## src/rtl/sio_pkg.sv

```systemverilog
package sio_pkg;
  localparam int BYTE_W = 8;

  typedef struct packed {
    logic [1:0] rate;
    logic       idle_low;
    logic       master;
    logic       lsb_first;
    logic       enable;
  } sio_cfg_t;

  function automatic logic [BYTE_W-1:0] cfg_to_byte(input sio_cfg_t c);
    return {1'b0, c.rate, c.idle_low, 1'b0, c.master, c.lsb_first, c.enable};
  endfunction
endpackage

```

## src/rtl/sio_ctrl_reg.sv

```systemverilog
module sio_ctrl_reg
  import sio_pkg::*;
(
  input  logic              clk,
  input  logic              rst_n,
  input  logic              we,
  input  logic [BYTE_W-1:0] wdata,
  input  logic              finish,
  output sio_cfg_t          cfg,
  output logic              flag,
  output logic              abort,
  output logic [BYTE_W-1:0] rdata
);
  logic wr_off, wr_mode_flip;

  assign wr_off       = we && !wdata[0];
  assign wr_mode_flip = we && (wdata[2] != cfg.master);
  assign abort        = !cfg.enable || wr_off || wr_mode_flip;
  assign rdata        = cfg_to_byte(cfg);

  always_ff @(posedge clk or negedge rst_n) begin
    if (!rst_n) begin
      cfg  <= '0;
      flag <= 1'b0;
    end else begin
      if (we) begin
        cfg.enable    <= wdata[0];
        cfg.lsb_first <= wdata[1];
        cfg.master    <= wdata[2];
        cfg.idle_low  <= wdata[4];
        cfg.rate      <= wdata[6:5];
      end
      if (finish)
        flag <= 1'b1;
      else if (we && wdata[3])
        flag <= 1'b0;
    end
  end
endmodule

```

## src/rtl/sio_clkgen.sv

```systemverilog
module sio_clkgen #(
  parameter int DIV_R0 = 64,
  parameter int DIV_R1 = 32,
  parameter int DIV_R2 = 16,
  parameter int DIV_R3 = 4,
  parameter int BITS   = 8
) (
  input  logic       clk,
  input  logic       rst_n,
  input  logic       halt,
  input  logic       start,
  input  logic [1:0] rate,
  input  logic       idle_low,
  output logic       sck,
  output logic       active,
  output logic       rise,
  output logic       fall,
  output logic       done
);
  localparam int HALF_MAX = DIV_R0 / 2;
  localparam int CW       = $clog2(HALF_MAX) + 1;
  localparam int TOGGLES  = 2 * BITS;
  localparam int TW       = $clog2(TOGGLES);

  logic [CW-1:0] cnt, reload;
  logic [TW-1:0] tog;
  logic          tick;

  always_comb begin
    case (rate)
      2'b00:   reload = CW'(DIV_R0 / 2 - 1);
      2'b01:   reload = CW'(DIV_R1 / 2 - 1);
      2'b10:   reload = CW'(DIV_R2 / 2 - 1);
      default: reload = CW'(DIV_R3 / 2 - 1);
    endcase
  end

  assign tick = active && (cnt == '0);
  assign rise = tick && !sck;
  assign fall = tick && sck;
  assign done = tick && (tog == TW'(TOGGLES - 1));

  always_ff @(posedge clk or negedge rst_n) begin
    if (!rst_n) begin
      active <= 1'b0;
      cnt    <= '0;
      tog    <= '0;
      sck    <= 1'b1;
    end else if (halt) begin
      active <= 1'b0;
      cnt    <= '0;
      tog    <= '0;
      sck    <= !idle_low;
    end else if (!active) begin
      sck <= !idle_low;
      if (start) begin
        active <= 1'b1;
        cnt    <= reload;
        tog    <= '0;
      end
    end else if (tick) begin
      sck <= !sck;
      cnt <= reload;
      tog <= tog + 1'b1;
      if (done) active <= 1'b0;
    end else begin
      cnt <= cnt - 1'b1;
    end
  end
endmodule

```

## src/rtl/sio_sck_sync.sv

```systemverilog
module sio_sck_sync #(
  parameter int STAGES = 2
) (
  input  logic clk,
  input  logic rst_n,
  input  logic sck_async,
  output logic rise,
  output logic fall
);
  logic [STAGES-1:0] chain;
  logic              last;

  always_ff @(posedge clk or negedge rst_n) begin
    if (!rst_n) begin
      chain <= '0;
      last  <= 1'b0;
    end else begin
      chain <= {chain[STAGES-2:0], sck_async};
      last  <= chain[STAGES-1];
    end
  end

  assign rise = chain[STAGES-1] && !last;
  assign fall = !chain[STAGES-1] && last;
endmodule

```

## src/rtl/sio_shifter.sv

```systemverilog
module sio_shifter #(
  parameter int W = 8
) (
  input  logic         clk,
  input  logic         rst_n,
  input  logic         clear,
  input  logic         load,
  input  logic [W-1:0] load_data,
  input  logic         lsb_first,
  input  logic         is_master,
  input  logic         rise,
  input  logic         fall,
  input  logic         master_done,
  input  logic         sdi,
  output logic         sdo,
  output logic         busy,
  output logic         done,
  output logic [W-1:0] rx_byte
);
  localparam int CW = $clog2(W) + 1;

  logic [W-1:0]  tx_sr, rx_sr, rx_next;
  logic [CW-1:0] cnt;
  logic          last_rise, may_shift;

  assign rx_next   = lsb_first ? {sdi, rx_sr[W-1:1]} : {rx_sr[W-2:0], sdi};
  assign last_rise = rise && (cnt == CW'(W - 1));
  assign done      = !clear && (is_master ? master_done : last_rise);
  assign may_shift = fall && (cnt != '0) && (cnt < CW'(W));
  assign sdo       = lsb_first ? tx_sr[0] : tx_sr[W-1];
  assign busy      = (cnt != '0);

  always_ff @(posedge clk or negedge rst_n) begin
    if (!rst_n) begin
      tx_sr   <= '0;
      rx_sr   <= '0;
      rx_byte <= '0;
      cnt     <= '0;
    end else if (clear) begin
      cnt <= '0;
    end else begin
      if (load) tx_sr <= load_data;
      if (rise) begin
        rx_sr <= rx_next;
        if (cnt < CW'(W)) cnt <= cnt + 1'b1;
      end
      if (may_shift)
        tx_sr <= lsb_first ? (tx_sr >> 1) : (tx_sr << 1);
      if (done) begin
        cnt     <= '0;
        rx_byte <= rise ? rx_next : rx_sr;
      end
    end
  end
endmodule

```

## src/rtl/sio_port.sv

```systemverilog
module sio_port
  import sio_pkg::*;
#(
  parameter int DIV_R0      = 64,
  parameter int DIV_R1      = 32,
  parameter int DIV_R2      = 16,
  parameter int DIV_R3      = 4,
  parameter int SYNC_STAGES = 2
) (
  input  logic              clk,
  input  logic              rst_n,
  input  logic              ctrl_we,
  input  logic [BYTE_W-1:0] ctrl_wdata,
  output logic [BYTE_W-1:0] ctrl_rdata,
  input  logic              tx_valid,
  input  logic [BYTE_W-1:0] tx_data,
  output logic              tx_ready,
  output logic [BYTE_W-1:0] rx_data,
  output logic              done_flag,
  output logic              irq,
  output logic              pin_sel,
  input  logic              sck_in,
  output logic              sck_out,
  output logic              sck_oe,
  input  logic              sdi,
  output logic              sdo
);
  sio_cfg_t cfg;
  logic abort, finish, load, start;
  logic m_sck, m_active, m_rise, m_fall, m_done;
  logic s_rise, s_fall, sh_busy, sh_sdo;
  logic rise, fall;

  sio_ctrl_reg u_ctrl (
    .clk, .rst_n, .we(ctrl_we), .wdata(ctrl_wdata), .finish,
    .cfg, .flag(done_flag), .abort, .rdata(ctrl_rdata)
  );

  sio_clkgen #(
    .DIV_R0(DIV_R0), .DIV_R1(DIV_R1), .DIV_R2(DIV_R2), .DIV_R3(DIV_R3),
    .BITS(BYTE_W)
  ) u_clk (
    .clk, .rst_n, .halt(abort || !cfg.master), .start,
    .rate(cfg.rate), .idle_low(cfg.idle_low),
    .sck(m_sck), .active(m_active), .rise(m_rise), .fall(m_fall), .done(m_done)
  );

  sio_sck_sync #(.STAGES(SYNC_STAGES)) u_sync (
    .clk, .rst_n, .sck_async(sck_in), .rise(s_rise), .fall(s_fall)
  );

  assign rise = cfg.master ? m_rise : s_rise;
  assign fall = cfg.master ? m_fall : s_fall;

  sio_shifter #(.W(BYTE_W)) u_shift (
    .clk, .rst_n, .clear(abort), .load, .load_data(tx_data),
    .lsb_first(cfg.lsb_first), .is_master(cfg.master),
    .rise, .fall, .master_done(m_done), .sdi,
    .sdo(sh_sdo), .busy(sh_busy), .done(finish), .rx_byte(rx_data)
  );

  assign tx_ready = cfg.enable && !abort && !m_active && !sh_busy;
  assign load     = tx_valid && tx_ready;
  assign start    = load && cfg.master;
  assign irq      = done_flag;
  assign pin_sel  = cfg.enable;
  assign sck_oe   = cfg.enable && cfg.master;
  assign sck_out  = (sck_oe && m_active) ? m_sck : !cfg.idle_low;
  assign sdo      = cfg.enable ? sh_sdo : 1'b0;
endmodule

```

## config.mk

```make
export PLATFORM = sky130hd
export DESIGN_NAME = sio_port
export DESIGN_NICKNAME = d
export VERILOG_FILES = /design/src/rtl/sio_pkg.sv /design/src/rtl/sio_ctrl_reg.sv /design/src/rtl/sio_clkgen.sv /design/src/rtl/sio_sck_sync.sv /design/src/rtl/sio_shifter.sv /design/src/rtl/sio_port.sv
export SDC_FILE = /design/constraint.sdc
export NUM_CORES = 1
export LEC_CHECK = 0
export BUFFER_PORTS_ARGS = -buffer_cell sky130_fd_sc_hd__buf_4
export CORE_UTILIZATION = 54
export DETAILED_ROUTE_END_ITERATION = 10
export GPL_TIMING_DRIVEN = 0
export PLACE_DENSITY = 0.84
export RECOVER_POWER = 50
export SETUP_SLACK_MARGIN = 0.02
export SYNTH_ARGS = -nofsm -noshare
export SYNTH_HDL_FRONTEND = slang
export SYNTH_HIERARCHICAL = 1
export SYNTH_SLANG_ARGS = --single-unit
```

## constraint.sdc

```tcl
create_clock -name clk -period 3 [get_ports clk]
set_clock_uncertainty 0.15 [all_clocks]
set_input_delay 0.6 -clock clk [delete_from_list [all_inputs] [get_ports clk]]
set_output_delay 0.6 -clock clk [all_outputs]
set_load 0.03 [all_outputs]
```

==> results of run 1 <==
==> routing by layer <==
metal	global-route usage, %	routed length [um]	vias to the layer above
met5	0	0	-
met4	7.20	93	0
met3	4.37	237	9
met2	35.5	2870	57
met1	32.0	2650	1060
li1	-	-	1054
==> state kept, by name, indices dropped and copies added, names as in the netlist, 2 cells and up <==
signal           count
u_clk/cnt            6
u_clk/tog            4
u_ctrl/cfg           6
u_shift/cnt          4
u_shift/rx_byte      8
u_shift/rx_sr        8
u_shift/tx_sr        8
u_sync/chain         2
==> critical path, stage by stage (launching register included) <==
cell      delay [ps]
dfrtp_1          420
inv_1             80
ha_1             230
nand2b_1         250
nor2_4           100
buf_4            140
and3_1           160
mux2_2           280
nor3b_2          170
buf_6            140
o21ba_2          200
buf_6            140
mux2_2           270
==> worst paths after layout <==
kind,cells past startpoint,to,start
max reg2reg,12,u_shift/tx_sr[3],u_clk/cnt[0]
max,12,u_shift/tx_sr[3],u_clk/cnt[0]
min in group asynchronous,1,u_shift/tx_sr[4],rst_n
min,0,u_sync/chain[1],u_sync/chain[0]
max in group asynchronous,1,u_clk/cnt[4],rst_n
min reg2reg,0,u_sync/chain[1],u_sync/chain[0]
==> cells in the final DEF (no fill, tap or decap), drive strengths merged, types with 3 or more instances in the layout <==
| cell type | synthesis | routed |
|---|---|---|
| xnor2 | 3 | 3 |
| mux2i | 16 | 16 |
| inv | 13 | 13 |
| or3 | 3 | 3 |
| nand2 | 23 | 23 |
| mux2 | 34 | 34 |
| o21ai | 15 | 15 |
| dfrtp | 49 | 49 |
| a311oi | 3 | 3 |
| ha | 5 | 5 |
| clkbuf | 8 | 17 |
| nor3 | 4 | 4 |
| a31oi | 4 | 4 |
| and2b | 3 | 3 |
| nor2 | 13 | 13 |
| buf | 15 | 57 |
| and2 | 3 | 3 |
| a21oi | 8 | 8 |
| nand3b | 3 | 3 |
| nor2b | 6 | 6 |
| nand2b | 4 | 4 |
| nand3 | 5 | 5 |
==> kinds of logic after synthesis <==
group / after synthesis
mux: 50
other cells: 1
xor+xnor: 4
fa+ha+maj: 5
simple gates: 78
compound gates: 48
flops: 50
buf+inv: 36
==> where the power goes <==
part	leakage [nW]	total, mW	switching (mW)	internal [mW]
Clock	0.0683	0.564	0.230	0.334
Combinational	0.943	0.390	0.185	0.205
Sequential	0.623	0.861	0.0890	0.772
==> per-stage QoR <==
| step | hold WS [ps] | area (um^2) | setup TNS, ps | util, % | worst slack (ps) |
|---|---|---|---|---|---|
| finish | 210 | 3460 | 0 | 67.4 | 161 |
| global route | 223 | 3460 | 0 | 67.4 | 28.8 |
| CTS | 176 | 3460 | 0 | 67.4 | 135 |
| detailed placement | 196 | 3300 | -196 | 64.2 | -105 |
| global placement | 183 | 3300 | -119 | 64.2 | -59.9 |
| floorplan | 154 | 2910 | 0 | - | 252 |
==> final cells by class <==
class	count	area, um^2
Tap cell	70	87.6
Fill cell	408	1680
Clock inverter	3	68.8
Sequential cell	50	1250
Inverter	13	48.8
Multi-Input combinational cell	187	1450
Clock buffer	5	68.8
Timing Repair Buffer	46	339
Buffer	23	145
==> what timing repair did <==
action | CTS | global route
buffers inserted | 3 | 3
setup endpoints to repair | 3 | 8
pin swaps | 1 | 1
resized for setup | 2 | 3
hold buffers | 0 | 0
==> run summary, run 1 <==
status -> completed
maxcap violations -> 0
Synth top area share -> 42.2%
nature of the critical path endpoint -> flip-flop
post-DR vias/cell -> 5.49
PwrDens -> 524 mW/mm^2
syn avg cell area -> 10.7 um^2
count leader, synth -> dfrtp_1
Worst-Margin Slew -> 1220 ps
clock edge transition at the registers on the reported setup and hold paths -> 90 ps
Netlist cell types -> 56
Cell Count, Final, Fillers Out -> 397
post-route DRC violation count -> 0
reg-to-reg setup timing slack -> 160 ps
maximum vdd ir drop -> 0.302 mV
initial antenna violation count -> 0
core area -> 0.00514 mm^2
Post-synth EDFFs -> 0
Layout area overhead -> 19.1%
RSZ-0062 raised after global routing -> no
clk buf depth -> 2
Max Slew Vio Count -> 0
Fin. Hold Viols -> 0
ratio of cells with drive above 1 in the final layout -> 34.3%
sequential area share after synthesis -> 43.1%
Tmin final -> 2840 ps
CTS H-tree lvls -> 2
Synth Area in Adders -> 2.15%
post-synthesis mux area share -> 19.6%
Rel. slew slack -> 18.7%
Post-synth top cells -> dfrtp_1 (49), mux2_2 (27), nand2_1 (23)
main combinational cell family by area after synthesis -> multiplexers
DIE AREA -> 0.00568 mm^2
Max Fanout on Critical Path -> 9
Compound-Gate Fraction of Synth Area -> 11.3%
dpl cells -> 383
Initial DRC Count -> 174
# setup viols final -> 0
row cnt -> 26
Pre-Repair DR Iteration Count -> 4
DR vias -> 2180
Tcrit/Tclk final -> 94.6%
first-pass GRT wire length -> 9680 um
IO Pins -> 45
Yosys Warn Count -> 6
CP startpoint kind -> flip-flop
post-DP HPWL -> 3990 um
I/O Buffers -> 40
CTS tree -> done
kind of critical path -> flip-flop to flip-flop
largest net degree at the start of global routing -> 51
Yosys reg bits -> 50
total power -> 1.81 mW
CTS buffer count -> 5
Placer Congestion -> 0.860
Mapped Area -> 0.00291 mm^2
clk_lat worst skew -> 310 ps
Synth area leader -> dfrtp_1
Post-Synth Simple-Gate Area -> 15.7%
Static Leak -> 1.63 nW
Diodes inserted -> 0
Critical Path AT -> 2890 ps
Critical Path RT -> 3050 ps
Post-synth ARST share -> 100%
CTS Sinks -> 50
nets -> 353
drt total wl -> 5840 um
Initial Utilization -> 56.5%
worst hold-check path type -> flip-flop to flip-flop
DIE WIDTH -> 75.4 um
f_max -> 0.352 GHz
vias in the first global route -> 1990
grt ovf -> 0
post-synthesis xor/xnor area fraction -> 1.21%
Top FF cell, synth -> dfrtp_1
DIE HEIGHT -> 75.4 um
routed len/inst -> 14.7 um
GR Util All Layers -> 22.7%
clk root buf -> clkbuf_8
post-detailed-route count of antenna-violating nets -> 0
Area contributors post-synth -> dfrtp_1 (42%), mux2_2 (10%), mux2i_1 (5.5%)
Mapped Cells -> 272
(Power assumes the default switching activity.)
==> run 2: changes to the inputs <==
Settings changed: PLACE_DENSITY 0.84 to 0.76.
==> run 2 against run 1 <==
Routed wire length shrank 6.3%. Utilization is 1.3 points lower. Largest cell class unchanged. Worst setup slack better by 28 ps. Non-clock buffer count shrank 5. Clock power is 25% lower. Flip-flop and latch count did not move.
==> run summary, run 2 (synthesized netlist as in run 1, its figures left out) <==
status -> completed
Static Leak -> 1.59 nW
row cnt -> 26
setup TNS -> 0 ps
dpl cell area -> 0.00330 mm^2
Rel. slew slack -> 18.7%
fin area -> 0.00340 mm^2
DIE HEIGHT -> 75.4 um
Crit path largest cell delay -> 430 ps
fillers -> 459
core area -> 0.00514 mm^2
worst hold-check path type -> flip-flop to flip-flop
Max Slew Vio Count -> 0
Critical Path RT -> 3050 ps
Pre-Repair DR Iteration Count -> 4
DIE WIDTH -> 75.4 um
storage element area -> 0.00125 mm^2
CTS buffer count -> 5
clk buf depth -> 2
Critical Path AT -> 2860 ps
GR Util All Layers -> 21.2%
initial antenna violation count -> 0
CP startpoint kind -> flip-flop
maxcap violations -> 0
drt total wl -> 5470 um
Fin. Hold Viols -> 0
post-route DRC violation count -> 0
commonest non-fill, non-tap cell in the layout -> dfrtp_1
Worst-Margin Slew -> 1220 ps
routed len/inst -> 14.0 um
kind of critical path -> flip-flop to flip-flop
maximum vdd ir drop -> 0.441 mV
Largest regs -> u_shift/rx_byte: 8 flops, u_shift/rx_sr: 8 flops, u_shift/tx_sr: 8 flops
Tcrit/Tclk final -> 93.7%
post-DR vias/cell -> 5.44
Cell Count, Final, Fillers Out -> 392
Initial DRC Count -> 209
Placer Congestion -> 0.840
IO Pins -> 45
dpl cells -> 383
Diodes inserted -> 0
most frequent cells in the layout -> dfrtp_1 (49), buf_4 (47), mux2_2 (27), nand2_1 (23), mux2i_1 (16)
CP Buf/Inv Count -> 2
nature of the critical path endpoint -> flip-flop
Tmin final -> 2810 ps
clock edge transition at the registers on the reported setup and hold paths -> 90 ps
Initial Utilization -> 56.5%
Max Fanout on Critical Path -> 9
post-detailed-route count of antenna-violating nets -> 0
clk root buf -> clkbuf_8
DIE AREA -> 0.00568 mm^2
nets -> 348
CTS H-tree lvls -> 2
f_max -> 0.356 GHz
# setup viols final -> 0
crit-path cells -> inv_1 > ha_1 > nand2b_1 > nor2_4 > nand2_1 > nor2_1 > mux2_2 > buf_4 > and2b_4 > nand4b_4 > a21oi_4 > mux2_4
DR vias -> 2132
clk_lat worst skew -> 310 ps
vias in the first global route -> 1932
post-DP HPWL -> 4010 um
Top delay family on crit path -> simple AND/OR/NAND/NOR gates
footprint of the multi-input gates -> 0.00145 mm^2
Layout area overhead -> 16.9%
CTS Sinks -> 50
first-pass GRT wire length -> 8980 um
ratio of cells with drive above 1 in the final layout -> 32.9%
final core occ -> 66.1%
Worst path slowest cell -> dfrtp_1
RSZ-0062 raised after global routing -> no
grt ovf -> 0
CTS tree -> done
largest net degree at the start of global routing -> 51
worst hold margin -> 220 ps
I/O Buffers -> 40
PwrDens -> 492 mW/mm^2
## run 2: changes by cell type in the layout (fill, tap and decap cells not counted)
| cell | delta |
|---|---|
| clkbuf_1 | +1 |
| buf_4 | -6 |
| clkbuf_2 | -1 |
| bufinv_16 | -2 |
| clkinv_4 | -1 |
| clkinvlp_4 | +1 |
| inv_6 | +1 |
| buf_12 | +1 |
| clkbuf_8 | +1 |
## run 2: routing by layer
metal,part of all wire (%),global-route usage (%),vias up,wire [um]
met5,0,0,-,0
met4,1.5,7.41,0,82
met3,3.7,3.17,10,201
met2,49,34.8,47,2700
met1,46,28.8,1025,2490
li1,-,-,1050,-
## run 2: area by class of cell
| class | instances | area share (%) |
|---|---|---|
| multi-input cells | 187 | 42.7 |
| repair buffers | 41 | 9.24 |
| plain buffers | 23 | 4.24 |
| inverters | 13 | 1.44 |
| clock inverters | 2 | 0.479 |
| clock buffers | 6 | 2.43 |
| well taps | 70 | 2.58 |
| flip-flops and latches | 50 | 36.9 |
## run 2: metrics by stage
stage / total power [mW] / setup slack [ps]
3_5_place_dp: 1.27 / -149
4_1_cts: 1.69 / 125
3_3_place_gp: 1.26 / -102
6_report: 1.67 / 189
5_1_grt: 1.77 / 20.6
2_1_floorplan: 1.15 / 252
## run 2: report_power, final
group	switching (mW)	internal [mW]
combinational	0.183	0.204
clock	0.234	0.190
sequential	0.0860	0.772
total	0.504	1.17
## run 2: worst paths after layout
| kind | from | to | slack (ps) | cells after the start |
|---|---|---|---|---|
| worst max-delay path | u_clk/cnt[0] | u_shift/rx_byte[7] | 190 | 12 |
| worst min-delay path | u_sync/chain[0] | u_sync/chain[1] | 220 | 0 |
| worst max register to register | u_clk/cnt[0] | u_shift/rx_byte[7] | 190 | 12 |
| worst min register to register | u_sync/chain[0] | u_sync/chain[1] | 220 | 0 |
| max in group asynchronous | rst_n | u_shift/tx_sr[7] | 1570 | 1 |
| min in group asynchronous | rst_n | u_sync/chain[0] | 380 | 1 |
## run 2: worst reg2reg max path: stages, from the launching register on
cell and delay [ps]:
dfrtp_1 430, inv_1 100, ha_1 200, nand2b_1 180, nor2_4 220, nand2_1 120
nor2_1 100, mux2_2 150, buf_4 150, and2b_4 210, nand4b_4 120, a21oi_4 270
mux2_4 330
## run 2: what timing repair did
item | CTS | global route
setup buffers | 1 | 0
hold buffers | 0 | 0
endpoints found under the setup margin | 8 | 7
pin swaps | 1 | 0
gates resized for setup | 2 | 1
==> run 3: changes to the inputs <==
Settings changed: BUFFER_PORTS_ARGS -buffer_cell sky130_fd_sc_hd__buf_4 to not set, DONT_BUFFER_PORTS set to 1, PLACE_DENSITY 0.76 to 0.69.
==> run 3 against run 2 <==
Critical path depth decreased by 2. Combinational power decreased by 11%. Die area unchanged. First-iteration DRC count decreased by 49%. Clock power decreased by 5.2%. Register-to-register slack improved by 20 ps.
==> run summary, run 3 (synthesized netlist as in run 1, its figures left out) <==
Layout area overhead -> 7.62%
DIE HEIGHT -> 75.4 um
Initial Utilization -> 56.5%
maxcap violations -> 0
Max Slew Vio Count -> 0
f_max -> 0.359 GHz
CP Buf/Inv Count -> 1
# setup viols final -> 0
row cnt -> 26
DR vias -> 2006
commonest non-fill, non-tap cell in the layout -> dfrtp_1
I/O Buffers -> 0
final core occ -> 60.9%
Fin. Hold Viols -> 0
Logic pwr share -> 21.4%
total power -> 1.61 mW
Clk pwr share -> 25.1%
Critical Path AT -> 2880 ps
crit-path cells -> inv_1 > ha_1 > nor2b_2 > or2b_1 > nor4b_4 > and3_4 > o21bai_1 > a211oi_2 > o31ai_1 > nand2_1
post-detailed-route count of antenna-violating nets -> 0
clk root buf -> clkbuf_8
largest net degree at the start of global routing -> 51
Tcrit/Tclk final -> 93.0%
Net Sw Frac -> 29.6%
routed len/inst -> 15.0 um
Worst path slowest cell -> nor4b_4
CP startpoint kind -> flip-flop
status -> completed
Top delay family on crit path -> simple AND/OR/NAND/NOR gates
post-DP HPWL -> 3670 um
Diodes inserted -> 0
CTS Sinks -> 50
IO Pins -> 45
PwrDens -> 514 mW/mm^2
grt ovf -> 0
core area -> 0.00514 mm^2
clk buf depth -> 2
kind of critical path -> flip-flop to flip-flop
vias in the first global route -> 1853
Critical Path RT -> 3090 ps
ratio of cells with drive above 1 in the final layout -> 24.6%
Crit path largest cell delay -> 610 ps
initial antenna violation count -> 0
Int Power -> 1.13 mW
Initial DRC Count -> 106
post-route DRC violation count -> 0
post-DR vias/cell -> 5.65
nature of the critical path endpoint -> flip-flop
clk_lat worst skew -> 300 ps
Placer Congestion -> 0.829
most frequent cells in the layout -> dfrtp_1 (49), mux2_2 (27), nand2_1 (23), mux2i_1 (16), o21ai_0 (15)
Worst-Margin Slew -> 1200 ps
RSZ-0062 raised after global routing -> no
nets -> 311
Tmin final -> 2790 ps
DIE AREA -> 0.00568 mm^2
Largest regs -> u_shift/rx_byte: 8 flops, u_shift/rx_sr: 8 flops, u_shift/tx_sr: 8 flops
GR Util All Layers -> 20.5%
Static Leak -> 1.41 nW
clock edge transition at the registers on the reported setup and hold paths -> 90 ps
DIE WIDTH -> 75.4 um
first-pass GRT wire length -> 8650 um
worst hold-check path type -> input pin to flip-flop
CTS H-tree lvls -> 2
Rel. slew slack -> 19.9%
Reg power frac -> 53.6%
drt total wl -> 5330 um
Max Fanout on Critical Path -> 7
maximum vdd ir drop -> 0.263 mV
Sw Pwr -> 476 uW
CTS tree -> done
Pre-Repair DR Iteration Count -> 4
CTS buffer count -> 5
[run 3: cell types whose count changed in the layout (fill, tap and decap cells not counted), sizes merged]
cell         change
clkinv           +1
buf             -36
clkbuf           -1
inv              -1
dlygate4sd3      +1
clkinvlp         -1
[run 3: path summary, 6_finish.rpt]
path	start	to	slack, ps	depth (start not counted)
setup / recovery	u_shift/cnt[0]	u_clk/cnt[2]	210	10
hold / removal	sck_in	u_sync/chain[0]	170	0
setup reg to reg	u_shift/cnt[0]	u_clk/cnt[2]	210	10
hold reg to reg	u_sync/chain[0]	u_sync/chain[1]	210	0
max in group asynchronous	rst_n	u_ctrl/cfg[1]	980	2
min in group asynchronous	rst_n	u_shift/cnt[2]	990	2
[run 3: power groups by stage]
stage / Combinational [mW] / Sequential (mW) / Clock, mW
finish: 0.344 / 0.861 / 0.403
global route: 0.390 / 0.877 / 0.446
CTS: 0.357 / 0.860 / 0.417
detailed placement: 0.335 / 0.874 / 0
global placement: 0.330 / 0.873 / 0
floorplan: 0.298 / 0.848 / 0
[run 3: cell type report]
| cell class | instances | area (um^2) |
|---|---|---|
| clock buffers | 7 | 86.3 |
| well taps | 70 | 87.6 |
| inverters | 13 | 48.8 |
| clock inverters | 1 | 5.00 |
| fillers | 454 | 2010 |
| plain buffers | 23 | 144 |
| multi-input cells | 187 | 1460 |
| flip-flops and latches | 50 | 1250 |
| repair buffers | 4 | 42.5 |
[run 3: layer usage]
| layer | vias to the layer above | global-route usage (%) | share of wire (%) |
|---|---|---|---|
| li1 | 974 | - | - |
| met2 | 61 | 32.7 | 45 |
| met3 | 5 | 3.84 | 6.2 |
| met1 | 966 | 27.9 | 48 |
| met5 | - | 0 | 0 |
| met4 | 0 | 8.02 | 0.77 |
[run 3: repair_timing]
item / CTS / global route
cloned: 0 / 0
pin swaps: 1 / 1
endpoints found under the setup margin: 2 / 7
endpoints found under the hold margin: 50 / 0
buffers inserted: 2 / 0
gates resized for setup: 2 / 4
hold buffers: 2 / 0
[run 3: through the flow]
step | TNS, ps | setup slack (ps) | hold slack [ps] | cells | cell area [um^2]
6_report | 0 | 211 | 172 | 355 | 3130
5_1_grt | 0 | 39.1 | 148 | 355 | 3130
4_1_cts | 0 | 120 | 161 | 355 | 3160
3_5_place_dp | -205 | -106 | 156 | 343 | 3000
3_3_place_gp | -209 | -105 | 155 | 343 | 3000
2_1_floorplan | 0 | 252 | 154 | 273 | 2910
